File: src/rtl/fa_tlb_pkg.sv
package fa_tlb_pkg;

    typedef enum logic [2:0] {
        UPD_NONE,
        UPD_INV_ALL,
        UPD_INV_ONE,
        UPD_WRITE,
        UPD_FILL
    } upd_kind_e;

endpackage

File: src/rtl/fa_tlb_match.sv
module fa_tlb_match #(
    parameter int N     = 8,
    parameter int VPN_W = 20
) (
    input  logic [N-1:0]            valid,
    input  logic [N-1:0][VPN_W-1:0] tags,
    input  logic [VPN_W-1:0]        key,
    output logic [N-1:0]            match
);

    for (genvar g = 0; g < N; g++) begin : g_cmp
        assign match[g] = valid[g] && (tags[g] == key);
    end

endmodule

File: src/rtl/fa_tlb_enc.sv
module fa_tlb_enc #(
    parameter int N     = 8,
    parameter int IDX_W = 3
) (
    input  logic [N-1:0]     oh,
    output logic [IDX_W-1:0] idx
);

    always_comb begin
        idx = '0;
        for (int i = N - 1; i >= 0; i--) begin
            if (oh[i]) idx = IDX_W'(i);
        end
    end

endmodule

File: src/rtl/fa_tlb_victim.sv
module fa_tlb_victim #(
    parameter int N     = 8,
    parameter int IDX_W = 3
) (
    input  logic [N-1:0]     valid,
    input  logic [N-1:0]     refb,
    output logic [IDX_W-1:0] idx
);

    logic [IDX_W-1:0] free_idx;
    logic [IDX_W-1:0] cold_idx;

    always_comb begin
        free_idx = '0;
        cold_idx = '0;
        for (int i = N - 1; i >= 0; i--) begin
            if (!valid[i]) free_idx = IDX_W'(i);
            if (!refb[i])  cold_idx = IDX_W'(i);
        end
        if (|(~valid))     idx = free_idx;
        else if (|(~refb)) idx = cold_idx;
        else               idx = '0;
    end

endmodule

File: src/rtl/fa_tlb.sv
module fa_tlb
    import fa_tlb_pkg::*;
#(
    parameter int N     = 8,
    parameter int VA_W  = 32,
    parameter int OFF_W = 12,
    parameter int PPN_W = 18,
    localparam int VPN_W = VA_W - OFF_W,
    localparam int PA_W  = PPN_W + OFF_W,
    localparam int IDX_W = (N > 1) ? $clog2(N) : 1
) (
    input  logic             clk,
    input  logic             rst_n,
    input  logic             lk_valid,
    input  logic             lk_prefetch,
    input  logic [VA_W-1:0]  lk_vaddr,
    output logic             hit,
    output logic [PPN_W-1:0] ppn,
    output logic [PA_W-1:0]  pa,
    output logic             walk_req,
    output logic [VPN_W-1:0] walk_vpn,
    output logic             miss_drop,
    input  logic             kmode,
    input  logic             fill_valid,
    input  logic [VPN_W-1:0] fill_vpn,
    input  logic [PPN_W-1:0] fill_ppn,
    input  logic             wr_en,
    input  logic [IDX_W-1:0] wr_idx,
    input  logic [VPN_W-1:0] wr_vpn,
    input  logic [PPN_W-1:0] wr_ppn,
    input  logic             wr_vld,
    input  logic             inv_one,
    input  logic [VPN_W-1:0] inv_vpn,
    input  logic             inv_all
);

    typedef struct packed {
        logic [N-1:0]            valid;
        logic [N-1:0]            refb;
        logic [N-1:0][VPN_W-1:0] tag;
        logic [N-1:0][PPN_W-1:0] pfn;
    } state_t;

    state_t s_q, s_d;

    logic [VPN_W-1:0] lk_vpn;
    logic [OFF_W-1:0] lk_off;
    logic [N-1:0]     lk_vec, fill_vec, inv_vec;
    logic [IDX_W-1:0] lk_idx, fill_idx, victim_idx;
    logic             lk_any;
    upd_kind_e        upd_kind;

    assign lk_vpn = lk_vaddr[VA_W-1:OFF_W];
    assign lk_off = lk_vaddr[OFF_W-1:0];

    fa_tlb_match #(.N(N), .VPN_W(VPN_W)) u_lk_match (
        .valid (s_q.valid), .tags (s_q.tag), .key (lk_vpn), .match (lk_vec)
    );
    fa_tlb_match #(.N(N), .VPN_W(VPN_W)) u_fill_match (
        .valid (s_q.valid), .tags (s_q.tag), .key (fill_vpn), .match (fill_vec)
    );
    fa_tlb_match #(.N(N), .VPN_W(VPN_W)) u_inv_match (
        .valid (s_q.valid), .tags (s_q.tag), .key (inv_vpn), .match (inv_vec)
    );
    fa_tlb_enc #(.N(N), .IDX_W(IDX_W)) u_lk_enc (.oh (lk_vec), .idx (lk_idx));
    fa_tlb_enc #(.N(N), .IDX_W(IDX_W)) u_fill_enc (.oh (fill_vec), .idx (fill_idx));
    fa_tlb_victim #(.N(N), .IDX_W(IDX_W)) u_victim (
        .valid (s_q.valid), .refb (s_q.refb), .idx (victim_idx)
    );

    // Lookup result path: purely combinational from stored state.
    always_comb begin
        lk_any    = |lk_vec;
        hit       = lk_valid && lk_any;
        ppn       = hit ? s_q.pfn[lk_idx] : '0;
        pa        = hit ? {s_q.pfn[lk_idx], lk_off} : '0;
        walk_req  = lk_valid && !lk_any && !lk_prefetch;
        miss_drop = lk_valid && !lk_any && lk_prefetch;
        walk_vpn  = lk_vpn;
    end

    // Select the single update applied this cycle.
    always_comb begin
        upd_kind = UPD_NONE;
        if (kmode) begin
            if (inv_all)         upd_kind = UPD_INV_ALL;
            else if (inv_one)    upd_kind = UPD_INV_ONE;
            else if (wr_en)      upd_kind = UPD_WRITE;
            else if (fill_valid) upd_kind = UPD_FILL;
        end
    end

    // Next-state computation.
    always_comb begin
        logic [N-1:0]     touch_oh;
        logic [N-1:0]     inst_oh;
        logic [N-1:0]     ref_n;
        logic [IDX_W-1:0] tgt;

        s_d      = s_q;
        touch_oh = '0;
        inst_oh  = '0;
        tgt      = '0;

        if (hit) touch_oh[lk_idx] = 1'b1;

        case (upd_kind)
            UPD_INV_ALL: begin
                s_d.valid = '0;
            end
            UPD_INV_ONE: begin
                s_d.valid = s_q.valid & ~inv_vec;
            end
            UPD_WRITE: begin
                s_d.tag[wr_idx]   = wr_vpn;
                s_d.pfn[wr_idx]   = wr_ppn;
                s_d.valid[wr_idx] = wr_vld;
                if (wr_vld) inst_oh[wr_idx] = 1'b1;
            end
            UPD_FILL: begin
                tgt            = (|fill_vec) ? fill_idx : victim_idx;
                s_d.tag[tgt]   = fill_vpn;
                s_d.pfn[tgt]   = fill_ppn;
                s_d.valid[tgt] = 1'b1;
                inst_oh[tgt]   = 1'b1;
            end
            default: ;
        endcase

        ref_n = (s_q.refb | touch_oh | inst_oh) & s_d.valid;
        if (N > 1 && (&ref_n)) begin
            ref_n = (|inst_oh) ? inst_oh : touch_oh;
        end
        s_d.refb = ref_n;
    end

    always_ff @(posedge clk or negedge rst_n) begin
        if (!rst_n) begin
            s_q <= '0;
        end else begin
            s_q <= s_d;
        end
    end

    // a walk is requested only for lookups that did not hit
    a_r2_walk_only_on_miss: assert property (@(posedge clk) disable iff (!rst_n)
        walk_req |-> !hit);

    // prefetches never start a walk
    a_r3_prefetch_no_walk: assert property (@(posedge clk) disable iff (!rst_n)
        lk_prefetch |-> !walk_req);

    // a new page goes to a free slot whenever one exists
    a_r5_victim_free_first: assert property (@(posedge clk) disable iff (!rst_n)
        (upd_kind == UPD_FILL && !(|fill_vec) && !(&s_q.valid)) |-> !s_q.valid[victim_idx]);

    // reference bits are never all set after an update
    a_r6_ref_not_saturated: assert property (@(posedge clk) disable iff (!rst_n)
        (N > 1) |-> !(&s_q.refb));

    // outside kernel mode stored translations stay unchanged
    a_r8_user_mode_frozen: assert property (@(posedge clk) disable iff (!rst_n)
        !kmode |=> (s_q.valid == $past(s_q.valid)) && (s_q.tag == $past(s_q.tag))
                   && (s_q.pfn == $past(s_q.pfn)));

    // global invalidate empties the buffer in one cycle
    a_r9_flush_all: assert property (@(posedge clk) disable iff (!rst_n)
        (kmode && inv_all) |=> (s_q.valid == '0));

endmodule

File: config.mk
export PLATFORM = sky130hd
export DESIGN_NAME = fa_tlb
export DESIGN_NICKNAME = d
export VERILOG_FILES = /design/src/rtl/fa_tlb_pkg.sv /design/src/rtl/fa_tlb_match.sv /design/src/rtl/fa_tlb_enc.sv /design/src/rtl/fa_tlb_victim.sv /design/src/rtl/fa_tlb.sv
export SDC_FILE = /design/constraint.sdc
export NUM_CORES = 1
export LEC_CHECK = 0
export ABC_CLOCK_PERIOD_IN_PS = 6200
export BUFFER_PORTS_ARGS = -buffer_cell sky130_fd_sc_hd__buf_2
export CAP_MARGIN = 20
export CORE_MARGIN = 1.5
export CORE_UTILIZATION = 55
export CTS_BUF_LIST = sky130_fd_sc_hd__clkbuf_2
export DETAILED_ROUTE_END_ITERATION = 6
export PLACE_DENSITY_LB_ADDON = 0.3
export SETUP_SLACK_MARGIN = 0.1
export SYNTH_ARGS = -nofsm -noshare
export SYNTH_HDL_FRONTEND = slang
export SYNTH_HIERARCHICAL = 1
export SYNTH_SLANG_ARGS = --single-unit
File: constraint.sdc
create_clock -name clk -period 6.2 [get_ports clk]
set_clock_uncertainty 0.2 [all_clocks]
set_input_delay 1.24 -clock clk [delete_from_list [all_inputs] [get_ports clk]]
set_output_delay 1.24 -clock clk [all_outputs]
set_load 0.01 [all_outputs]
# --- Word level (Yosys, flattened, before mapping) ---
# Index checks and enable logic that the tools add are counted.
totals:
  regBits: 320
  output_inout_bits: 71
classes:
  magnitude_cmp: 6
  eq_ne: 28
  n_mux: 70
  bitwise: 8
  n_reduce_logical: 40
op_table:
  columns: ["cell", "count"]
  rows:
  - ["$pmux W304 S2", 1]
  - ["$eq A20 B20 Y1", 24]
  - ["$bwmux W160", 2]
  - ["$bwmux W144", 2]
  - ["$demux W20 S3", 2]
  - ["$mux W3", 40]
  - ["$demux W18 S3", 2]
  - ["$mux W18", 4]
  - ["$bmux W18 S3", 1]
  - ["$mux W20", 2]
  - ["$reduce_or A8 Y1", 5]
  - ["$mux W8", 4]
  - ["$pmux W8 S4", 1]
  - ["$logic_and A1 B1 Y1", 31]
  - ["$mux W30", 1]
  - ["$not A8 Y8", 3]
  - ["$or A8 B8 Y8", 3]
  - ["$and A8 B8 Y8", 2]
  - ["$pmux W8 S2", 1]
  - ["$lt A3 B4 Y1 const B", 3]
  - ["$demux W1 S3", 3]
  - ["$ge A3 B1 Y1 const B", 3]
  - ["$bwmux W8", 1]
  - ["$reduce_and A8 Y1", 1]
  - ["other kinds (6)", 10]

# --- Longest topological paths before layout ---
# Gate-level depths: netlist of run 1.
depth:
  ltp_word: 20
  ltp_mapped: 17
  depth_no_buf: 14

# --- By module ---
# Netlist of run 1, hierarchy kept.
by_module_without_submodules:
  columns: ["mod", "instances", "cells_per_inst", "area_each_um2", "seq_area_each_um2"]
  rows:
  - ["fa_tlb", 1, 1810, 16259.3, 8007.7]
  - ["fa_tlb_match", 3, 236, 1965.6, 0.0]
  - ["fa_tlb_victim", 1, 29, 170.2, 0.0]
  - ["fa_tlb_enc", 2, 12, 83.8, 0.0]

# --- Least setup slack after synthesis of run 1 ---
# Ideal clock, no wire load.
synth_path:
  path_type: "input to output"
  start: "in lk_vaddr[28]"
  end: "out ppn[8]"
  arrival_time_ns: 4.408
  required_ns: 4.760
  slack_ns: 0.352
  path_stages: 17
  cell_sequence: "buf_6 -> xor2_1 -> nor4_1 -> nand4_1 -> nor4_2 -> nor3b_1 -> a21oi_1 -> o41ai_2 -> clkbuf_1 -> nand3_1 -> clkbuf_1 -> buf_1 -> o22ai_1 -> nor2_1 -> o221ai_1 -> nor3_1 -> buf_4"
synth_between:
  word_cells_on_any_way: 29
  cone_classes: "eq/ne: 8; mux: 11; reduce/logical: 10"
synth_rtl:
  columns: ["item", "line_no", "text"]
  rows:
  - ["start: declaration", "fa_tlb.sv:16", "input logic [VA_W-1:0] lk_vaddr,"]
  - ["$eq A20 B20 Y1", "fa_tlb_match.sv:12", "assign match[g] = valid[g] && (tags[g] == key);"]
  - ["$logic_and A1 B1 Y1", "fa_tlb_match.sv:12", null]
  - ["net lk_vec[0]", "fa_tlb.sv:48", "logic [N-1:0] lk_vec, fill_vec, inv_vec;"]
  - ["$mux W3", "fa_tlb_enc.sv:12", "if (oh[i]) idx = IDX_W'(i);"]
  - ["net lk_idx[0]", "fa_tlb.sv:49", "logic [IDX_W-1:0] lk_idx, fill_idx, victim_idx;"]
  - ["$bmux W18 S3", "fa_tlb.sv:75", "ppn = hit ? s_q.pfn[lk_idx] : '0;"]
  - ["$mux W18 (not written as such)", "fa_tlb.sv:75", null]
  - ["$mux W18", "fa_tlb.sv:75", null]
  - ["end: declaration", "fa_tlb.sv:18", "output logic [PPN_W-1:0] ppn,"]
# The timed path passes the listed nets, and every way through them passes these cells. The select of a mux whose other input is x is not followed.

# --- Worst setup path after layout of run 1 ---
layout_path:
  start: "reg s_q[239] (netlist name)"
  end: "out ppn[12]"
layout_between:
  elab_chain_len: 10
  word_cells_on_any_way: 12
  cone_classes: "eq/ne: 1; mux: 8; reduce/logical: 3"
layout_rtl:
  columns: ["item", "line_no", "text"]
  rows:
  - ["start: declaration", "fa_tlb.sv:44", "state_t s_q, s_d;"]
  - ["start signal: assignment", "fa_tlb.sv:139", "s_q <= '0;"]
  - ["start signal: assignment", "fa_tlb.sv:141", "s_q <= s_d;"]
  - ["$eq A20 B20 Y1", "fa_tlb_match.sv:12", null]
  - ["$logic_and A1 B1 Y1", "fa_tlb_match.sv:12", null]
  - ["net lk_vec[4]", "fa_tlb.sv:48", null]
  - ["$mux W3 (5 in a row)", "fa_tlb_enc.sv:12", null]
  - ["net lk_idx[2]", "fa_tlb.sv:49", null]
  - ["$bmux W18 S3", "fa_tlb.sv:75", null]
  - ["$mux W18 (not written as such)", "fa_tlb.sv:75", null]
  - ["$mux W18", "fa_tlb.sv:75", null]
# The timed path passes the listed nets, and every way through them passes these cells. The select of a mux whose other input is x is not followed.

==> results of run 1 <==
worst max-delay path, stage by stage, from the launching register on:
cell and delay [ns]:
sky130_fd_sc_hd__dfrtp_2 0.46, sky130_fd_sc_hd__xor2_4 0.17, sky130_fd_sc_hd__nor4_4 0.39, sky130_fd_sc_hd__buf_4 0.20, sky130_fd_sc_hd__nand4_1 0.12, sky130_fd_sc_hd__buf_4 0.18
sky130_fd_sc_hd__nor4_2 0.12, sky130_fd_sc_hd__buf_4 0.17, sky130_fd_sc_hd__nor4_2 0.05, sky130_fd_sc_hd__nor4b_2 0.34, sky130_fd_sc_hd__buf_4 0.26, sky130_fd_sc_hd__or3b_4 0.16
sky130_fd_sc_hd__buf_6 0.12, sky130_fd_sc_hd__buf_12 0.11, sky130_fd_sc_hd__o22a_1 0.13, sky130_fd_sc_hd__o221ai_2 0.11, sky130_fd_sc_hd__nor4_4 0.35, sky130_fd_sc_hd__buf_2 0.20
final timing paths:
kind / startpoint / to / slack (ns) / cells after the start
worst max-delay path: s_q[239] / ppn[12] / 0.01 / 17
worst min-delay path: kmode / s_q[319] / 0.27 / 3
worst max register to register: s_q[239] / s_q[310] / 1.52 / 18
worst min register to register: s_q[133] / s_q[133] / 0.29 / 2
max in group asynchronous: rst_n / s_q[286] / 3.82 / 3
min in group asynchronous: rst_n / s_q[91] / 0.48 / 2
layout by cell type, fill, tap and decap left out, types with 13 or more instances in the layout:
master                     count
sky130_fd_sc_hd__buf_4       181
sky130_fd_sc_hd__xor2_1      191
sky130_fd_sc_hd__dfrtp_1     307
sky130_fd_sc_hd__buf_12       27
sky130_fd_sc_hd__o21ai_0     274
sky130_fd_sc_hd__and2_1       13
sky130_fd_sc_hd__nor2_1       25
sky130_fd_sc_hd__clkinv_1     15
sky130_fd_sc_hd__buf_2       208
sky130_fd_sc_hd__clkbuf_2    127
sky130_fd_sc_hd__nand4_1      76
sky130_fd_sc_hd__dfrtp_2      13
sky130_fd_sc_hd__nand2_1     320
sky130_fd_sc_hd__o22ai_1      51
sky130_fd_sc_hd__nand3_1      32
sky130_fd_sc_hd__o21ai_1      46
sky130_fd_sc_hd__nor4_2       34
sky130_fd_sc_hd__a21oi_1      16
sky130_fd_sc_hd__xnor2_1     288
sky130_fd_sc_hd__a22oi_1     304
sky130_fd_sc_hd__nor4_1       46
timing repair:
item	4_1_cts	5_1_grt
gates resized for setup	30	53
endpoints found under the hold margin	39	0
pin swaps	8	26
buffers inserted	12	15
setup endpoints to repair	36	36
cloned	2	0
hold buffers	1	0
per-layer routing:
metal | up-vias | share of wire [%]
met5 | - | 0.052
met4 | 2 | 6.9
met3 | 447 | 14
met2 | 2141 | 42
met1 | 11323 | 37
li1 | 9562 | -
logic make-up after synthesis:
group                  share of synthesized area [%]
XOR/XNOR                                        18.7
buffers and inverters                           8.24
flip-flops                                      35.6
AND/OR/NAND/NOR                                 14.8
AO/OA/AOI/OAI                                   22.6
layout make-up:
type / instances / share of cell area (%)
antenna: 6 / 0.0583
clock buffer: 127 / 2.47
clock inverter: 22 / 0.388
inverter: 12 / 0.175
multi-input combinational: 1907 / 51.2
sequential: 320 / 31.1
tap: 525 / 2.55
timing repair buffer: 430 / 12.0
power breakdown:
group | internal, mW | switching (mW) | leakage, nW
Clock | 0.551 | 1.00 | 0.581
Combinational | 0.651 | 0.905 | 5.83
Sequential | 2.43 | 0.484 | 4.20
metrics by stage:
step                      hold WS, ns  area, sq um  util (%)
after floorplan                 0.250        22500         -
after global placement          0.262        24400      60.9
after detailed placement        0.271        24400      60.9
after CTS                       0.255        25400      63.5
after global routing            0.244        25800      64.4
final                           0.265        25800      64.4
==> impl_results.html, run 1 <==
<table>
<tr><th>Metric</th><th>Value</th></tr>
<tr><th colspan="2">Logic synthesis</th></tr>
<tr><td>Post-synthesis area per instance</td><td>just under 9 sq um</td></tr>
<tr><td>Post-synthesis cell type with the largest combined area</td><td>sky130_fd_sc_hd__dfrtp_1</td></tr>
<tr><td>Area fraction of the dominant cell type after synthesis</td><td>between 30% and 40%</td></tr>
<tr><td>Fraction of the yosys area taken by sequential cells</td><td>a little over a third</td></tr>
<tr><td>Most numerous cell types in the synthesized netlist</td><td>sky130_fd_sc_hd__nand2_1, sky130_fd_sc_hd__dfrtp_1, sky130_fd_sc_hd__a22oi_1, sky130_fd_sc_hd__xnor2_1, sky130_fd_sc_hd__o21ai_0</td></tr>
<tr><td>Count of state elements after synthesis</td><td>320</td></tr>
<tr><td>Leading cell type by number of instances after synthesis</td><td>sky130_fd_sc_hd__nand2_1</td></tr>
<tr><td>Distinct cell type count after synthesis</td><td>70</td></tr>
<tr><td>FFs w/ async S/R, synth</td><td>100%</td></tr>
<tr><td>Synthesis Warnings</td><td>6</td></tr>
<tr><td>Synthesized netlist cell count</td><td>approximately 2600</td></tr>
<tr><td>Post-synth top flop</td><td>sky130_fd_sc_hd__dfrtp_1</td></tr>
<tr><td>Area of the mapped netlist</td><td>0.0225 sq mm</td></tr>
<tr><td>Net count after synthesis</td><td>between 2000 and 3000</td></tr>
<tr><td>Cell types occupying the most area after synthesis</td><td>sky130_fd_sc_hd__dfrtp_1, sky130_fd_sc_hd__xnor2_1, sky130_fd_sc_hd__a22oi_1, sky130_fd_sc_hd__xor2_1, sky130_fd_sc_hd__o21ai_0</td></tr>
<tr><td>EDFF count, synth</td><td>0</td></tr>
<tr><th colspan="2">Timing</th></tr>
<tr><td>Relative max-transition margin</td><td>19.3%</td></tr>
<tr><td>Setup slack after layout</td><td>0.00977 ns</td></tr>
<tr><td>Fmax</td><td>approximately 160 MHz</td></tr>
<tr><td>Final setup fails</td><td>0</td></tr>
<tr><td>Final Hold Viols</td><td>0</td></tr>
<tr><td>Final worst path period share</td><td>around 100%</td></tr>
<tr><td>Setup TNS</td><td>0 ns</td></tr>
<tr><td>Worst slew pin tran</td><td>about 1.2 ns</td></tr>
<tr><td>Min Tclk post-route</td><td>~6.2 ns</td></tr>
<tr><td>Final Max Tran Viols</td><td>0</td></tr>
<tr><td>RSZ-0062 raised after global routing</td><td>true</td></tr>
<tr><th colspan="2">Global routing</th></tr>
<tr><td>Routing usage on met2</td><td>about 70%</td></tr>
<tr><td>Number of global-route vias before repair</td><td>~22000</td></tr>
<tr><td>First-pass GRT wire length</td><td>approximately 150 mm</td></tr>
<tr><td>Total track usage</td><td>a little under 50%</td></tr>
<tr><td>Global routing met3 resource utilization</td><td>between 10% and 20%</td></tr>
<tr><td>Grt peak-use layer</td><td>met2</td></tr>
<tr><td>Met1 track utilization from global routing</td><td>between 60 and 70%</td></tr>
<tr><td>Total congestion overflow</td><td>0</td></tr>
<tr><td>Antenna violations before repair</td><td>3</td></tr>
<tr><td>Maximum number of pins on one net before global-route repair</td><td>roughly 220</td></tr>
<tr><th colspan="2">Place</th></tr>
<tr><td>Buffers on Ports</td><td>approximately 210</td></tr>
<tr><td>Detailed placer's ending HPWL</td><td>between 60 and 70 mm</td></tr>
<tr><td>Cell count after placement</td><td>~3200</td></tr>
<tr><td>Post-Place Setup Slack</td><td>-0.263 ns</td></tr>
<tr><td>Final weighted congestion of routability-driven global placement</td><td>1.10</td></tr>
<tr><th colspan="2">Clock tree</th></tr>
<tr><td>Clk Latency, worst-skew pair</td><td>about 1.2 ns</td></tr>
<tr><td>TritonCTS Buffers</td><td>90</td></tr>
<tr><td>Buffer type at the clock tree root</td><td>sky130_fd_sc_hd__clkbuf_2</td></tr>
<tr><td>Clock transition at the registers of the reported paths</td><td>between 0.1 and 0.15 ns</td></tr>
<tr><td>TritonCTS clock tree</td><td>yes</td></tr>
<tr><td>Clock net sink count</td><td>320</td></tr>
<tr><td>CTS H-tree lvls</td><td>3</td></tr>
<tr><td>Buffers from clock root to sink, at most</td><td>3</td></tr>
<tr><th colspan="2">Final layout</th></tr>
<tr><td>Number of standard cells in the final layout excluding fillers</td><td>3349</td></tr>
<tr><td>Fill cell count</td><td>about 3400</td></tr>
<tr><td>Growth of design area from synthesis to finish</td><td>14.6%</td></tr>
<tr><td>Seq. cell area</td><td>0.00802 sq mm</td></tr>
<tr><td>Number of nets in the layout</td><td>approximately 2900</td></tr>
<tr><td>Area used by multi-input combinational logic</td><td>0.0132 sq mm</td></tr>
<tr><td>Number of flip-flops in the largest register</td><td>between 300 and 400</td></tr>
<tr><td>Fraction of final layout cells with drive strength greater than 1</td><td>about 25%</td></tr>
<tr><td>Registers with the most flip-flops</td><td>s_q (320)</td></tr>
<tr><td>Register with the highest flop count</td><td>s_q</td></tr>
<tr><th colspan="2">Detailed routing</th></tr>
<tr><td>Count of vias placed by the detailed router</td><td>roughly 23000</td></tr>
<tr><td>Number of design-rule violations left by the first detailed-router iteration</td><td>approximately 3800</td></tr>
<tr><td>Remaining antenna violation count after routing</td><td>0</td></tr>
<tr><td>Number of remaining DRC errors</td><td>0</td></tr>
<tr><td>WL per Instance</td><td>30.7 um</td></tr>
<tr><td>Vias per Instance</td><td>7.01</td></tr>
<tr><td>Overall routed net length</td><td>slightly above 100 mm</td></tr>
<tr><td>First-pass detailed-route iteration total</td><td>7</td></tr>
<tr><th colspan="2">Critical path</th></tr>
<tr><td>Critical Path Source Type</td><td>flop</td></tr>
<tr><td>Worst Path Max Fanout</td><td>7</td></tr>
<tr><td>Arrival time of data at the critical path endpoint</td><td>4.75 ns</td></tr>
<tr><td>Endpoint required time on the critical path</td><td>roughly 4.8 ns</td></tr>
<tr><td>Kind of critical path</td><td>flop to primary output</td></tr>
<tr><td>Critical path capture point type</td><td>primary output</td></tr>
<tr><th colspan="2">Pwr</th></tr>
<tr><td>VDD IR-drop max</td><td>about 0.19 mV</td></tr>
<tr><td>Leakage power figure</td><td>10.6 nW</td></tr>
<tr><td>Power Dens Cells</td><td>around 230 mW/mm^2</td></tr>
<tr><td>Overall Power</td><td>between 6 and 7 mW</td></tr>
<tr><th colspan="2">Floorplanning</th></tr>
<tr><td>DIE HEIGHT</td><td>approximately 200 um</td></tr>
<tr><td>Die area</td><td>around 0.042 sq mm</td></tr>
<tr><td>I/O pin total</td><td>approximately 210</td></tr>
<tr><td>Area inside the core boundary</td><td>0.0400 sq mm</td></tr>
<tr><td>Site row count</td><td>73</td></tr>
<tr><td>Initial core utilization</td><td>between 50% and 60%</td></tr>
<tr><td>Width of the die</td><td>between 200 and 250 um</td></tr>
<tr><th colspan="2">Hold path</th></tr>
<tr><td>Hold Crit Class</td><td>primary input to flop</td></tr>
<tr><th colspan="2">Outcome</th></tr>
<tr><td>Result of the run</td><td>complete, no violations</td></tr>
<tr><th colspan="2">Run</th></tr>
<tr><td>Max-Cap Viols</td><td>0</td></tr>
</table>
No activity file was read; power rests on OpenSTA's default activity.
==> inputs of run 2 (changes only) <==
--- a/config.mk
+++ b/config.mk
@@ -10,7 +10,6 @@
 export CAP_MARGIN = 20
 export CORE_MARGIN = 1.5
 export CORE_UTILIZATION = 55
-export CTS_BUF_LIST = sky130_fd_sc_hd__clkbuf_2
 export DETAILED_ROUTE_END_ITERATION = 6
 export PLACE_DENSITY_LB_ADDON = 0.3
 export SETUP_SLACK_MARGIN = 0.1
==> run 2 against run 1 <==
The flow now finishes with violations (negative setup slack). Cell count shrank 2.9%. Clock power grew 52%. Total power grew 13%. Non-clock buffer count shrank 8. Global-route usage shrank 0.47 points. Design area grew 1.7%. Sequential share of layout area shrank 0.58 points. Die area is the same. Critical path depth is the same. Hold slack gained 0.016 ns. Clock-buffer cell count shrank 72. Critical endpoint is now ppn[10]. Largest cell class unchanged.
==> impl_results.html, run 2 (synthesis results as in run 1) <==
<table>
<tr><th>Metric</th><th>Value</th></tr>
<tr><th colspan="2">Outcome</th></tr>
<tr><td>Result of the run</td><td>complete, but fails checks</td></tr>
<tr><td>Violations in the final reports</td><td>negative setup slack</td></tr>
<tr><th colspan="2">Floorplanning</th></tr>
<tr><td>Area inside the core boundary</td><td>0.0400 sq mm (unchanged)</td></tr>
<tr><td>DIE HEIGHT</td><td>205 um (unchanged)</td></tr>
<tr><td>Site row count</td><td>73 (unchanged)</td></tr>
<tr><td>I/O pin total</td><td>212 (unchanged)</td></tr>
<tr><td>Initial core utilization</td><td>56.2% (unchanged)</td></tr>
<tr><td>Die area</td><td>0.0421 sq mm (unchanged)</td></tr>
<tr><td>Width of the die</td><td>205 um (unchanged)</td></tr>
<tr><th colspan="2">Timing</th></tr>
<tr><td>Setup TNS</td><td>-0.0642 ns (-0.0642 ns)</td></tr>
<tr><td>Relative max-transition margin</td><td>35.4% (+16 points)</td></tr>
<tr><td>Final worst path period share</td><td>101% (+0.72 points)</td></tr>
<tr><td>Fmax</td><td>160 MHz (-0.71%)</td></tr>
<tr><td>RSZ-0062 raised after global routing</td><td>true</td></tr>
<tr><td>Final setup fails</td><td>2 (+2)</td></tr>
<tr><td>Final Hold Viols</td><td>0 (unchanged)</td></tr>
<tr><td>Min Tclk post-route</td><td>6.23 ns (+0.0446 ns)</td></tr>
<tr><td>Worst slew pin tran</td><td>0.967 ns (-0.242 ns)</td></tr>
<tr><td>Final Max Tran Viols</td><td>0 (unchanged)</td></tr>
<tr><td>Setup slack after layout</td><td>-0.0348 ns (-0.0446 ns)</td></tr>
<tr><th colspan="2">Place</th></tr>
<tr><td>Post-Place Setup Slack</td><td>-0.263 ns (unchanged)</td></tr>
<tr><td>Detailed placer's ending HPWL</td><td>69.6 mm (unchanged)</td></tr>
<tr><td>Final weighted congestion of routability-driven global placement</td><td>1.10 (unchanged)</td></tr>
<tr><td>Cell Area, Placed</td><td>0.0244 sq mm (unchanged)</td></tr>
<tr><td>Buffers on Ports</td><td>211 (unchanged)</td></tr>
<tr><th colspan="2">Final layout</th></tr>
<tr><td>Registers with the most flip-flops</td><td>s_q (320)</td></tr>
<tr><td>Count of inserted antenna diode cells</td><td>0 (-6)</td></tr>
<tr><td>Area used by multi-input combinational logic</td><td>0.0131 sq mm (-0.36%)</td></tr>
<tr><td>Fill cell count</td><td>3303 (-3.8%)</td></tr>
<tr><td>Post-route design area</td><td>0.0262 sq mm (+1.7%)</td></tr>
<tr><td>Most frequent cells in the layout</td><td>sky130_fd_sc_hd__nand2_1, sky130_fd_sc_hd__dfrtp_1, sky130_fd_sc_hd__a22oi_1</td></tr>
<tr><td>Growth of design area from synthesis to finish</td><td>16.5%</td></tr>
<tr><td>Register with the highest flop count</td><td>s_q</td></tr>
<tr><td>Final core area utilization</td><td>65.5% (+1.1 points)</td></tr>
<tr><td>Seq. cell area</td><td>0.00801 sq mm (-0.20%)</td></tr>
<tr><td>Number of flip-flops in the largest register</td><td>320 (unchanged)</td></tr>
<tr><td>Number of nets in the layout</td><td>2842 (-2.1%)</td></tr>
<tr><td>Fraction of final layout cells with drive strength greater than 1</td><td>22.0% (-2.9 points)</td></tr>
<tr><th colspan="2">Pwr</th></tr>
<tr><td>Overall Power</td><td>6.82 mW (+13%)</td></tr>
<tr><td>VDD IR-drop max</td><td>0.236 mV (+27%)</td></tr>
<tr><td>Part of the total power dissipated in combinational logic</td><td>22.6% (-3.2 points)</td></tr>
<tr><td>Internal Pwr Total</td><td>4.45 mW (+23%)</td></tr>
<tr><td>Share of total power in sequential cells</td><td>42.9% (-5.5 points)</td></tr>
<tr><td>Power Dens Cells</td><td>260 mW/mm^2 (+11%)</td></tr>
<tr><td>Psw</td><td>2.36 mW (-1.3%)</td></tr>
<tr><td>Clock share of power</td><td>34.5% (+8.7 points)</td></tr>
<tr><td>Switching share of total power</td><td>34.6% (-5.0 points)</td></tr>
<tr><td>Leakage power figure</td><td>10.6 nW (+0.17%)</td></tr>
<tr><th colspan="2">Detailed routing</th></tr>
<tr><td>Number of design-rule violations left by the first detailed-router iteration</td><td>3890 (+3.0%)</td></tr>
<tr><td>Number of remaining DRC errors</td><td>0 (unchanged)</td></tr>
<tr><td>First-pass detailed-route iteration total</td><td>6 (-1)</td></tr>
<tr><td>WL per Instance</td><td>31.6 um (+2.8%)</td></tr>
<tr><td>Count of vias placed by the detailed router</td><td>23128 (-1.5%)</td></tr>
<tr><td>Overall routed net length</td><td>103 mm (-0.22%)</td></tr>
<tr><td>Remaining antenna violation count after routing</td><td>0 (unchanged)</td></tr>
<tr><td>Vias per Instance</td><td>7.11 (+1.5%)</td></tr>
<tr><th colspan="2">Hold path</th></tr>
<tr><td>Hold Crit Class</td><td>flop to flop</td></tr>
<tr><td>Worst Min Path Start</td><td>s_q[108]</td></tr>
<tr><th colspan="2">Critical path</th></tr>
<tr><td>Arrival time of data at the critical path endpoint</td><td>4.79 ns (+0.04 ns)</td></tr>
<tr><td>Critical Path Source Type</td><td>primary input</td></tr>
<tr><td>Critical path capture point type</td><td>primary output</td></tr>
<tr><td>Endpoint required time on the critical path</td><td>4.76 ns (about the same)</td></tr>
<tr><td>Kind of critical path</td><td>primary input to primary output</td></tr>
<tr><td>Setup crit start</td><td>lk_vaddr[21]</td></tr>
<tr><td>Worst flop-to-flop path startpoint</td><td>s_q[239]</td></tr>
<tr><td>Worst Path Max Fanout</td><td>8 (+1)</td></tr>
<tr><th colspan="2">Global routing</th></tr>
<tr><td>Antenna violations before repair</td><td>1 (-2)</td></tr>
<tr><td>Total congestion overflow</td><td>0 (unchanged)</td></tr>
<tr><td>Total track usage</td><td>47.7% (-0.47 points)</td></tr>
<tr><td>Number of global-route vias before repair</td><td>21742 (-1.6%)</td></tr>
<tr><td>First-pass GRT wire length</td><td>147 mm (-0.63%)</td></tr>
<tr><td>Maximum number of pins on one net before global-route repair</td><td>224 (unchanged)</td></tr>
<tr><th colspan="2">Clock tree</th></tr>
<tr><td>Clock transition at the registers of the reported paths</td><td>0.06 ns (-0.05 ns)</td></tr>
<tr><td>Buffers from clock root to sink, at most</td><td>3 (unchanged)</td></tr>
<tr><td>Buffer type at the clock tree root</td><td>sky130_fd_sc_hd__clkbuf_16</td></tr>
<tr><td>CTS H-tree lvls</td><td>2 (-1)</td></tr>
<tr><td>TritonCTS Buffers</td><td>38 (-58%)</td></tr>
<tr><td>TritonCTS clock tree</td><td>yes</td></tr>
<tr><td>Clk Latency, worst-skew pair</td><td>0.59 ns (-0.62 ns)</td></tr>
<tr><td>Clock net sink count</td><td>320 (unchanged)</td></tr>
<tr><th colspan="2">Run</th></tr>
<tr><td>Max-Cap Viols</td><td>0 (unchanged)</td></tr>
</table>
[run 2: cell count changes in the layout (fill, tap and decap cells not counted), sizes merged]
cell,change
clkbuf,-70
clkinv,-13
buf,-9
diode,-6
bufinv,+3
inv,-2
clkinvlp,+1
dlygate4sd3,-1
[run 2: what timing repair did]
item,CTS,global route
pin swaps,6,12
buffers inserted,4,13
gates resized for setup,18,45
gates cloned,1,3
endpoints found under the setup margin,36,36
hold buffers,0,0
[run 2: final cells by class]
type                       instances  share of cell area [%]
clock buffer                      55                    4.26
inverter                          12                   0.172
clock inverter                    11                   0.578
multi-input combinational       1907                    50.2
tap                              525                    2.51
timing repair buffer             422                    11.8
sequential                       320                    30.6
[run 2: critical path, stage by stage]
cell,delay (ns)
sky130_fd_sc_hd__buf_2,0.12
sky130_fd_sc_hd__buf_6,0.17
sky130_fd_sc_hd__xor2_1,0.19
sky130_fd_sc_hd__nor4_2,0.49
sky130_fd_sc_hd__nand4_1,0.37
sky130_fd_sc_hd__nor4_2,0.34
sky130_fd_sc_hd__buf_4,0.21
sky130_fd_sc_hd__nor4b_2,0.06
sky130_fd_sc_hd__buf_4,0.20
sky130_fd_sc_hd__buf_4,0.16
sky130_fd_sc_hd__nand3b_1,0.15
sky130_fd_sc_hd__buf_4,0.15
sky130_fd_sc_hd__buf_12,0.12
sky130_fd_sc_hd__o22ai_1,0.08
sky130_fd_sc_hd__or3_4,0.34
sky130_fd_sc_hd__nor3_4,0.21
sky130_fd_sc_hd__buf_2,0.17
[run 2: worst paths after layout]
| check | endpoint | cells after the start | slack (ns) |
|---|---|---|---|
| min in group asynchronous | s_q[91] | 1 | 0.46 |
| setup reg to reg | s_q[310] | 17 | 1.52 |
| setup / recovery | ppn[10] | 17 | -0.03 |
| hold / removal | s_q[108] | 2 | 0.28 |
| hold reg to reg | s_q[108] | 2 | 0.28 |
| max in group asynchronous | s_q[288] | 2 | 3.88 |
[run 2: power groups by stage]
stage / registers, mW / logic [mW] / clock network (mW)
after floorplan: 2.77 / 1.03 / 0
after global placement: 2.92 / 1.40 / 0
after detailed placement: 2.92 / 1.44 / 0
after CTS: 2.89 / 1.46 / 2.34
after global routing: 2.94 / 1.64 / 2.42
final: 2.92 / 1.54 / 2.35
[run 2: routing by layer]
layer  vias to the layer above  part of all wire [%]  global-route usage (%)
met5                         -                 0.039                       0
met4                         2                   7.0                    26.6
li1                       9406                     -                       -
met2                      2037                    42                    70.0
met3                       454                    14                    13.5
met1                     11229                    37                    63.3
[run 2: metrics by stage]
step | cells | hold slack [ns]
detailed placement | 3164 | 0.271
finish | 3252 | 0.281
CTS | 3235 | 0.284
global route | 3252 | 0.307
global placement | 3164 | 0.262
floorplan | 2571 | 0.250
